File: src/rtl/ckpt_log_pkg.sv
package ckpt_log_pkg;
  localparam int unsigned LOG_ADDR_W = 64;

  function automatic int unsigned idx_bits(input int unsigned n);
    return (n <= 1) ? 1 : $clog2(n);
  endfunction

  function automatic int unsigned next_wrap(input int unsigned v, input int unsigned n);
    return (v == n - 1) ? 0 : v + 1;
  endfunction
endpackage

File: src/rtl/ckpt_flag_array.sv
module ckpt_flag_array
  import ckpt_log_pkg::*;
#(
  parameter int unsigned FRAMES = 64,
  localparam int unsigned IDX_W = idx_bits(FRAMES)
) (
  input  logic             clk,
  input  logic             rst_n,
  input  logic             sweep_start,
  input  logic [IDX_W-1:0] look_idx,
  input  logic             mark,
  output logic             hit,
  output logic             sweep_busy
);
  localparam logic [IDX_W-1:0] LAST = IDX_W'(FRAMES - 1);

  logic [FRAMES-1:0] flags_q;
  logic [IDX_W-1:0]  sweep_idx;
  logic              sweep_last;

  assign sweep_last = (sweep_idx == LAST);
  assign hit        = flags_q[look_idx];

  always_ff @(posedge clk) begin
    if (!rst_n) begin
      flags_q    <= '0;
      sweep_busy <= 1'b0;
      sweep_idx  <= '0;
    end else if (sweep_start) begin
      sweep_busy <= 1'b1;
      sweep_idx  <= '0;
    end else if (sweep_busy) begin
      flags_q[sweep_idx] <= 1'b0;
      sweep_idx  <= IDX_W'(next_wrap(int'(sweep_idx), FRAMES));
      if (sweep_last) sweep_busy <= 1'b0;
    end else if (mark) begin
      flags_q[look_idx] <= 1'b1;
    end
  end


  sweep_clear_chk: assert property (@(posedge clk) disable iff (!rst_n)
    $fell(sweep_busy) |-> (flags_q == '0));


  sweep_end_chk: assert property (@(posedge clk) disable iff (!rst_n)
    (sweep_busy && sweep_last && !sweep_start) |=> !sweep_busy);


  mark_one_chk: assert property (@(posedge clk) disable iff (!rst_n)
    (mark && !sweep_busy && !sweep_start && !hit) |=>
      ($countones(flags_q) == $countones($past(flags_q)) + 1));
endmodule

File: src/rtl/ckpt_log_fifo.sv
module ckpt_log_fifo
  import ckpt_log_pkg::*;
#(
  parameter int unsigned WIDTH = 576,
  parameter int unsigned DEPTH = 8,
  localparam int unsigned PTR_W = idx_bits(DEPTH),
  localparam int unsigned CNT_W = $clog2(DEPTH + 1)
) (
  input  logic             clk,
  input  logic             rst_n,
  input  logic             push,
  input  logic [WIDTH-1:0] wdata,
  input  logic             pop,
  output logic [WIDTH-1:0] rdata,
  output logic             full,
  output logic             empty
);
  logic [WIDTH-1:0] mem [DEPTH];
  logic [PTR_W-1:0] wr_ptr, rd_ptr;
  logic [CNT_W-1:0] fill;

  assign full  = (fill == CNT_W'(DEPTH));
  assign empty = (fill == '0);
  assign rdata = mem[rd_ptr];

  always_ff @(posedge clk) begin
    if (push) mem[wr_ptr] <= wdata;
  end

  always_ff @(posedge clk) begin
    if (!rst_n) begin
      wr_ptr <= '0;
      rd_ptr <= '0;
      fill   <= '0;
    end else begin
      if (push) wr_ptr <= PTR_W'(next_wrap(int'(wr_ptr), DEPTH));
      if (pop)  rd_ptr <= PTR_W'(next_wrap(int'(rd_ptr), DEPTH));
      case ({push, pop})
        2'b10:   fill <= fill + 1'b1;
        2'b01:   fill <= fill - 1'b1;
        default: fill <= fill;
      endcase
    end
  end


  no_overflow_chk: assert property (@(posedge clk) disable iff (!rst_n)
    push |-> !full);


  no_underflow_chk: assert property (@(posedge clk) disable iff (!rst_n)
    pop |-> !empty);
endmodule

File: src/rtl/ckpt_undo_logger.sv
module ckpt_undo_logger
  import ckpt_log_pkg::*;
#(
  parameter int unsigned ADDR_W      = 40,
  parameter int unsigned DATA_W      = 512,
  parameter int unsigned BLOCK_BYTES = 64,
  parameter int unsigned FRAMES      = 64,
  parameter int unsigned DEPTH       = 8,
  localparam int unsigned OFF_W   = idx_bits(BLOCK_BYTES),
  localparam int unsigned IDX_W   = idx_bits(FRAMES),
  localparam int unsigned ENTRY_W = LOG_ADDR_W + DATA_W
) (
  input  logic               clk,
  input  logic               rst_n,
  input  logic               ckpt_start,
  output logic               ckpt_busy,
  input  logic               req_valid,
  output logic               req_ready,
  input  logic [ADDR_W-1:0]  req_addr,
  input  logic [DATA_W-1:0]  req_old_data,
  output logic               log_valid,
  input  logic               log_ready,
  output logic [ENTRY_W-1:0] log_entry
);
  function automatic logic [ENTRY_W-1:0] pack_entry(input logic [ADDR_W-1:0] a,
                                                    input logic [DATA_W-1:0] d);
    logic [LOG_ADDR_W-1:0] a_ext;
    a_ext = LOG_ADDR_W'(a);
    return {a_ext, d};
  endfunction

  logic [IDX_W-1:0] frame_idx;
  logic             frame_hit;
  logic             fifo_full, fifo_empty;
  logic             req_accept, log_push, log_pop;

  assign frame_idx  = req_addr[OFF_W +: IDX_W];
  assign req_ready  = !ckpt_busy && !ckpt_start && (frame_hit || !fifo_full);
  assign req_accept = req_valid && req_ready;
  assign log_push   = req_accept && !frame_hit;
  assign log_valid  = !fifo_empty;
  assign log_pop    = log_valid && log_ready;

  ckpt_flag_array #(.FRAMES(FRAMES)) flags_i (
    .clk        (clk),
    .rst_n      (rst_n),
    .sweep_start(ckpt_start),
    .look_idx   (frame_idx),
    .mark       (log_push),
    .hit        (frame_hit),
    .sweep_busy (ckpt_busy)
  );

  ckpt_log_fifo #(.WIDTH(ENTRY_W), .DEPTH(DEPTH)) fifo_i (
    .clk  (clk),
    .rst_n(rst_n),
    .push (log_push),
    .wdata(pack_entry(req_addr, req_old_data)),
    .pop  (log_pop),
    .rdata(log_entry),
    .full (fifo_full),
    .empty(fifo_empty)
  );


  hold_stable_chk: assert property (@(posedge clk) disable iff (!rst_n)
    (log_valid && !log_ready) |=> (log_valid && $stable(log_entry)));


  push_visible_chk: assert property (@(posedge clk) disable iff (!rst_n)
    log_push |=> log_valid);


  repeat_quiet_chk: assert property (@(posedge clk) disable iff (!rst_n)
    (req_accept && frame_hit && fifo_empty) |=> !log_valid);
endmodule

File: config.mk
export PLATFORM = sky130hd
export DESIGN_NAME = ckpt_undo_logger
export DESIGN_NICKNAME = d
export VERILOG_FILES = /design/src/rtl/ckpt_log_pkg.sv /design/src/rtl/ckpt_flag_array.sv /design/src/rtl/ckpt_log_fifo.sv /design/src/rtl/ckpt_undo_logger.sv
export SDC_FILE = /design/constraint.sdc
export NUM_CORES = 2
export LEC_CHECK = 0
export ABC_AREA = 1
export ABC_CLOCK_PERIOD_IN_PS = 34800
export BUFFER_PORTS_ARGS = -buffer_cell sky130_fd_sc_hd__buf_2
export CAP_MARGIN = 20
export CORE_MARGIN = 2
export CORE_UTILIZATION = 33
export DETAILED_ROUTE_END_ITERATION = 8
export GPL_ROUTABILITY_DRIVEN = 0
export GPL_TIMING_DRIVEN = 0
export PLACE_DENSITY = 0.47
export REMOVE_ABC_BUFFERS = 1
export SYNTH_ARGS = -nofsm -noshare
export SYNTH_HDL_FRONTEND = slang
export SYNTH_HIERARCHICAL = 1
export SYNTH_MEMORY_MAX_BITS = 65536
export SYNTH_SLANG_ARGS = --single-unit
File: constraint.sdc
create_clock -name clk -period 34.8 [get_ports clk]
set_clock_uncertainty 0.1 [all_clocks]
set_input_delay 0 -clock clk [delete_from_list [all_inputs] [get_ports clk]]
set_output_delay 0 -clock clk [all_outputs]
set_load 0.02 [all_outputs]
; ---- Yosys cells after proc, flatten, opt, wreduce, memory -nomap -nowiden
; Memory sizes are Yosys's and may differ from the RTL's. A register that Yosys moved wholly into a read port is not among the register bits.
; Index checks and enable logic that the tools add are counted.
[word_totals]
reg_bits = 81
ram_bits = 4416
input_bits = 557
elab_cells = 64
memories = 1
[op_classes]
n_addsub = 5
magnitude_cmp = 4
eq_ne = 6
muxes = 19
bitwise = 5
reduce_logical = 18
[mem_list]
columns = name, words, width, read_ports, rd_clocked_by_memory_dff, write_ports, line
row1 = fifo_i.mem, 8, 552, 1, 1, 1, ckpt_log_fifo.sv:18  ; logic [WIDTH-1:0] mem [DEPTH];
[ops]
columns = op, count
row1 = $mux W64, 2
row2 = $and A64 B64 Y64, 1
row3 = $not A64 Y64, 1
row4 = $or A64 B64 Y64, 1
row5 = $lt A6 B7 Y1 const B, 2
row6 = $demux W1 S6, 2
row7 = $ge A6 B1 Y1 const B, 2
row8 = $mux W3, 4
row9 = $mux W1, 8
row10 = $pmux W4 S2, 1
row11 = $logic_and A1 B1 Y1, 7
row12 = $add A3 B1 Y3 const B, 2
row13 = $add A6 B1 Y6 const B, 1
row14 = $bmux W1 S6, 1
row15 = $eq A3 B3 Y1 const B, 2
row16 = $eq A6 B6 Y1 const B, 1
row17 = $mux W6, 1
row18 = $logic_not A1 Y1, 5
row19 = $add A4 B1 Y4 const B, 1
row20 = $eq A4 B4 Y1 const B, 1
row21 = $logic_not A4 Y1, 1
row22 = $reduce_bool A2 Y1, 2
row23 = $sub A4 B1 Y4 const B, 1
row24 = $eq A2 B1 Y1 const B, 1
row25 = 5 further kinds, 6

; ---- Longest topological paths before layout
[logic_depth]
word_depth = 8
ltp_mapped = 28
ltp_nobuf = 26

; ---- Cells and area by module
; Netlist, hierarchy kept.
[by_module_without_submodules]
columns = module, n_inst, cells_per_inst, area_each_um2, seq_area_each_um2
row1 = ckpt_log_fifo, 1, 13019, 179040.5, 138633.0
row2 = ckpt_flag_array, 1, 617, 3923.8, 1421.4
row3 = ckpt_undo_logger, 1, 11, 43.8, 0.0

; ---- Worst setup path after synthesis
; OpenSTA, ideal clock, no wires.
[synth_path]
path_type = register to register
startpoint = register flags_i.flags_q[24]
endpoint = memory fifo_i/mem[0][0] (netlist name) (enable)
setup_time_ns = 1.529
arrival_ns = 25.602
required_time_ns = 33.171
path_slack_ns = 7.570
path_stages_with_launch = 14
period_less_slack_ns = 27.230
cell_sequence = dfxtp_1 > or2_2 > nand3_1 > nand2_1 > o21ai_0 > nand2_1 > nor2_1 > nand2_1 > inv_1 > nand2_1 > nor2_2 > inv_1 > or2_2 > nor2_1
[synth_between]
elab_chain_cells = 8
word_cells_on_any_way = 9
classes_between = 4 x mux / 5 x reduce/logical
[synth_lines]
columns = element, line
row1 = "start, declared", ckpt_flag_array.sv:17  ; logic [FRAMES-1:0] flags_q;
row2 = "start signal, assigned", ckpt_flag_array.sv:26  ; flags_q <= '0;
row3 = "start signal, assigned by index", ckpt_flag_array.sv:33  ; flags_q[sweep_idx] <= 1'b0;
row4 = "start signal, assigned by index", ckpt_flag_array.sv:37  ; flags_q[look_idx] <= 1'b1;
row5 = $bmux W1 S6 *, ckpt_flag_array.sv:22  ; assign hit = flags_q[look_idx];
row6 = $mux W1 (not written as such) *, ckpt_flag_array.sv:22
row7 = net frame_hit, ckpt_undo_logger.sv:33  ; logic frame_hit;
row8 = $logic_or A1 B1 Y1, ckpt_undo_logger.sv:38  ; assign req_ready = !ckpt_busy && !ckpt_start && (frame_hit || !fifo_full);
row9 = $logic_and A1 B1 Y1, ckpt_undo_logger.sv:38
row10 = $logic_and A1 B1 Y1, ckpt_undo_logger.sv:39  ; assign req_accept = req_valid && req_ready;
row11 = $logic_and A1 B1 Y1 *, ckpt_undo_logger.sv:40  ; assign log_push = req_accept && !frame_hit;
row12 = net log_push, ckpt_undo_logger.sv:35  ; logic req_accept, log_push, log_pop;
row13 = $mux W1 *, ckpt_log_fifo.sv:27  ; if (push) mem[wr_ptr] <= wdata;
row14 = $mux W1 (not written as such) *, ckpt_log_fifo.sv:27
row15 = "end, declared", ckpt_log_fifo.sv:18
; Mark *: on every way through the listed nets, which the timed path passes. The rest lies on a longest branch. The select of a mux whose other input is x is not followed.

; ---- Final worst setup path
[layout_path]
startpoint = input req_addr[6]
endpoint = memory fifo_i/mem[2][424] (netlist name) (enable)
[layout_between]
elab_chain_cells = 8
word_cells_on_any_way = 9
classes_between = 4 x mux / 5 x reduce/logical
[layout_lines]
columns = element, line
row1 = "start, declared", ckpt_undo_logger.sv:19  ; input logic [ADDR_W-1:0] req_addr,
row2 = $bmux W1 S6 *, ckpt_flag_array.sv:22
row3 = $mux W1 (not written as such) *, ckpt_flag_array.sv:22
row4 = net frame_hit, ckpt_undo_logger.sv:33
row5 = $logic_or A1 B1 Y1, ckpt_undo_logger.sv:38
row6 = $logic_and A1 B1 Y1, ckpt_undo_logger.sv:38
row7 = $logic_and A1 B1 Y1, ckpt_undo_logger.sv:39
row8 = $logic_and A1 B1 Y1 *, ckpt_undo_logger.sv:40
row9 = net log_push, ckpt_undo_logger.sv:35
row10 = $mux W1 *, ckpt_log_fifo.sv:27
row11 = $mux W1 (not written as such) *, ckpt_log_fifo.sv:27
; Marked as above.

==> metrics.txt <==
final setup fails=0; wire length per cell=21.69 um; worst skew pair latency=1050 ps; Reg2Reg Capture Point=fifo_i/mem[2][424]; Iter 0 DRT Violations=8177; Die Y=748.7 um; Post-Syn Area=183000 um2; Num CTS Buffers=542; max_cap viols=0; Synth top area share=75.61%; met1 Usage GRT=23.44%; clock root buffer=clkbuf_16; top cells by area, synth=edfxtp_1 76%, nor2_1 4.9%, nand2_1 3.9%; Clock Sinks=4692; GRT Residual Overflow=0; critical path data required time=35440 ps; Worst Setup SP=req_addr[6]; Syn Inst Count=13647; number of flops mapped to enable cells by yosys=4608; Die X=748.7 um; grt met2 use=29.30%; clock-pin transition on the worst setup and hold timing paths=50 ps; largest net degree at the start of global routing=191; fraction of layout cells with a size suffix above 1=13.56%; Critical Path End=fifo_i/mem[2][424]; Max transition margin=18.83%; vias in the first global route=112035; via count=115177; power per cell area=69.36 nW/um2; Worst R2R Start=flags_i/flags_q[23]; die area=560500 um2; H-tree depth=6; Starting Density=33.11%; worst-path fanout max=51; Final Hold Fails=0; GRT Util Overall=17.79%; Top FF cell, synth=edfxtp_1; final critical-path required period=6337 ps; Routed Wire Length=518.6 mm; worst-case reg-to-reg path depth=22; Setup CP Type=in -> reg; fillers=51326; initial antenna violation count=143; Yosys reg bits=4692; CTS tree=built; fin nets=16709; TritonRoute pass-1 iters=5; DRC Markers=0; most instantiated library cell after synthesis=edfxtp_1; highest clock rate=157.8 MHz; Hold/Removal Path Class=in -> reg; Layout Utilization=41.78%; asr flop ratio synth=0%; register area share after synthesis=76.53%; Most Crowded Layer GR=met2; Vias/cell=4.817; flop-to-flop setup slack=29370 ps; Syn-to-layout area delta=26.18%; Resize count post-CTS=0; Ports=1136; RSZ-0062 raised after global routing=no; final slew viol count=0; first-pass GRT wire length=756.4 mm; Synth warnings=6; Peak VDD IR=0.00005363 V; crit path DAT=6980 ps; Critical Path End Type=register; Worst setup SP type=input pin; status=complete, no violations; Netlist cell types=37; Port Buffers=1135; post-route ant nets=0; Leakage Power=0.07947 uW; area leader, netlist=edfxtp_1; most frequent cells after synthesis=4608 x edfxtp_1, 2385 x nor2_1, 1916 x nand2_1; Worst-Margin Slew=1218 ps; core area=552700 um2; setup_tns=0 ps; HPWL Detailed=312.7 mm; met3 global-route usage=4.292%; number of setup buffers added after CTS=0; post-synthesis average cell area=13.41 um2; clock buffer depth=4; fin crit share=18.21%; Rows=273
flip-flops by register name (all words and copies together) (netlist names), named ones only:
register	flops
flags_i/sweep_busy	1
fifo_i/fill	4
fifo_i/rd_ptr	3
fifo_i/mem	4608
flags_i/flags_q	64
fifo_i/wr_ptr	3
flags_i/sweep_idx	6
report_power, final:
part	switching, uW	leakage, uW	total (uW)	internal, uW
Clock	2330	0.00809	5370	3040
Combinational	3010	0.0292	4310	1300
Sequential	39.4	0.0422	6340	6300
Total	5380	0.0795	16000	10600
layout by cell type, fill, tap and decap left out, types with 4 or more instances in the layout:
cell type / Yosys / routed
edfxtp_1: 4608 / 4608
nor2_1: 2385 / 2377
nand2_1: 1916 / 1916
o21ai_0: 1317 / 1317
buf_2: 200 / 1135
dlygate4sd3_1: 0 / 1115
o21ai_1: 1051 / 1051
mux2i_1: 576 / 576
o22ai_1: 576 / 576
clkbuf_16: 0 / 545
buf_12: 0 / 220
conb_1: 1 / 192
buf_16: 0 / 146
clkbuf_1: 443 / 131
clkinv_1: 1 / 126
a21oi_1: 82 / 82
dfxtp_1: 84 / 81
inv_1: 78 / 78
clkinv_2: 0 / 74
diode_2: 0 / 63
nand3_1: 31 / 31
nor3_1: 28 / 28
inv_16: 0 / 18
bufinv_16: 0 / 17
clkinv_16: 0 / 15
inv_6: 0 / 13
clkinv_8: 0 / 12
nor2_4: 4 / 12
nor2_2: 11 / 11
clkinvlp_4: 0 / 9
ha_1: 8 / 8
a211oi_1: 7 / 7
o211ai_1: 5 / 5
or2_2: 4 / 4
how the worst min path moves through the flow:
| stage | start | end | slack, ps | cells after the start |
|---|---|---|---|---|
| 2_1_floorplan | req_old_data[0] | fifo_i/mem[0][0] | -1 | 0 |
| 3_3_place_gp | req_old_data[152] | fifo_i/mem[0][152] | 170 | 1 |
| 3_5_place_dp | req_old_data[370] | fifo_i/mem[2][370] | 170 | 1 |
| 4_1_cts | req_addr[10] | flags_i/flags_q[61] | 7 | 6 |
| 5_1_grt | req_addr[10] | flags_i/flags_q[61] | 110 | 6 |
| 6_report | req_addr[10] | flags_i/flags_q[61] | 160 | 6 |
final cells by class:
cell class / instances / area [um2] / share of cell area (%)
sequential: 4692 / 140100 / 60.65
multi-input combinational: 8208 / 39310 / 17.02
timing repair buffer: 2616 / 25260 / 10.94
clock buffer: 676 / 14130 / 6.119
tap: 7287 / 9117 / 3.948
clock inverter: 284 / 2535 / 1.098
inverter: 84 / 341.6 / 0.1479
antenna: 63 / 157.7 / 0.06827
routing by layer:
| layer | part of all wire, % | up-vias |
|---|---|---|
| met5 | 0.13 | - |
| met4 | 2.8 | 70 |
| met2 | 47 | 2397 |
| li1 | - | 54715 |
| met1 | 44 | 57214 |
| met3 | 6.3 | 781 |
timing repair:
item | 4_1_cts | 5_1_grt
hold endpoints to repair | 4821 | 0
setup endpoints to repair | 0 | 0
hold buffers | 1115 | 0
stage by stage:
| step | cell area [um2] | instances | hold WS, ps | power, uW | setup slack, ps |
|---|---|---|---|---|---|
| 2_1_floorplan | 179600 | 12984 | -1.131 | 11390 | -118870 |
| 3_3_place_gp | 194400 | 21406 | 171.2 | 13850 | -451970 |
| 3_5_place_dp | 202900 | 21771 | 171.4 | 10710 | 27990 |
| 4_1_cts | 230700 | 23846 | 7.337 | 16240 | 28440 |
| 5_1_grt | 230800 | 23875 | 111.0 | 16770 | 28130 |
| 6_report | 230900 | 23910 | 161.3 | 16020 | 28460 |
logic make-up (layout without fill, tap and decap cells):
group,Yosys count,count (layout),synth area share [%]
AOI/OAI and AO/OA,3042,3042,8.738
xor gates and xnor gates,3,3,0.01436
adders and majority gates,8,8,0.05470
buffers and inverters,938,3660,2.414
DFF,4692,4692,76.53
muxes,576,576,3.150
other,1,255,0.002049
and+or+nand+nor,4387,4387,9.098
critical path: stages:
cell and delay (ps):
dlygate4sd3_1 650, buf_2 850, inv_2 560, or2_2 430
nand2_1 90, nand2_1 50, o21ai_0 250, nand2_1 90
nor2_1 100, nand2_1 120, inv_1 110, nand2_1 60
nor2_2 270, inv_1 210, or2_2 420, nor2_4 580
buf_12 270, buf_12 210, buf_12 200, buf_16 190
buf_12 180, buf_12 200, buf_12 210, buf_12 240
buf_16 200
Power figures use the tool's default switching activity.
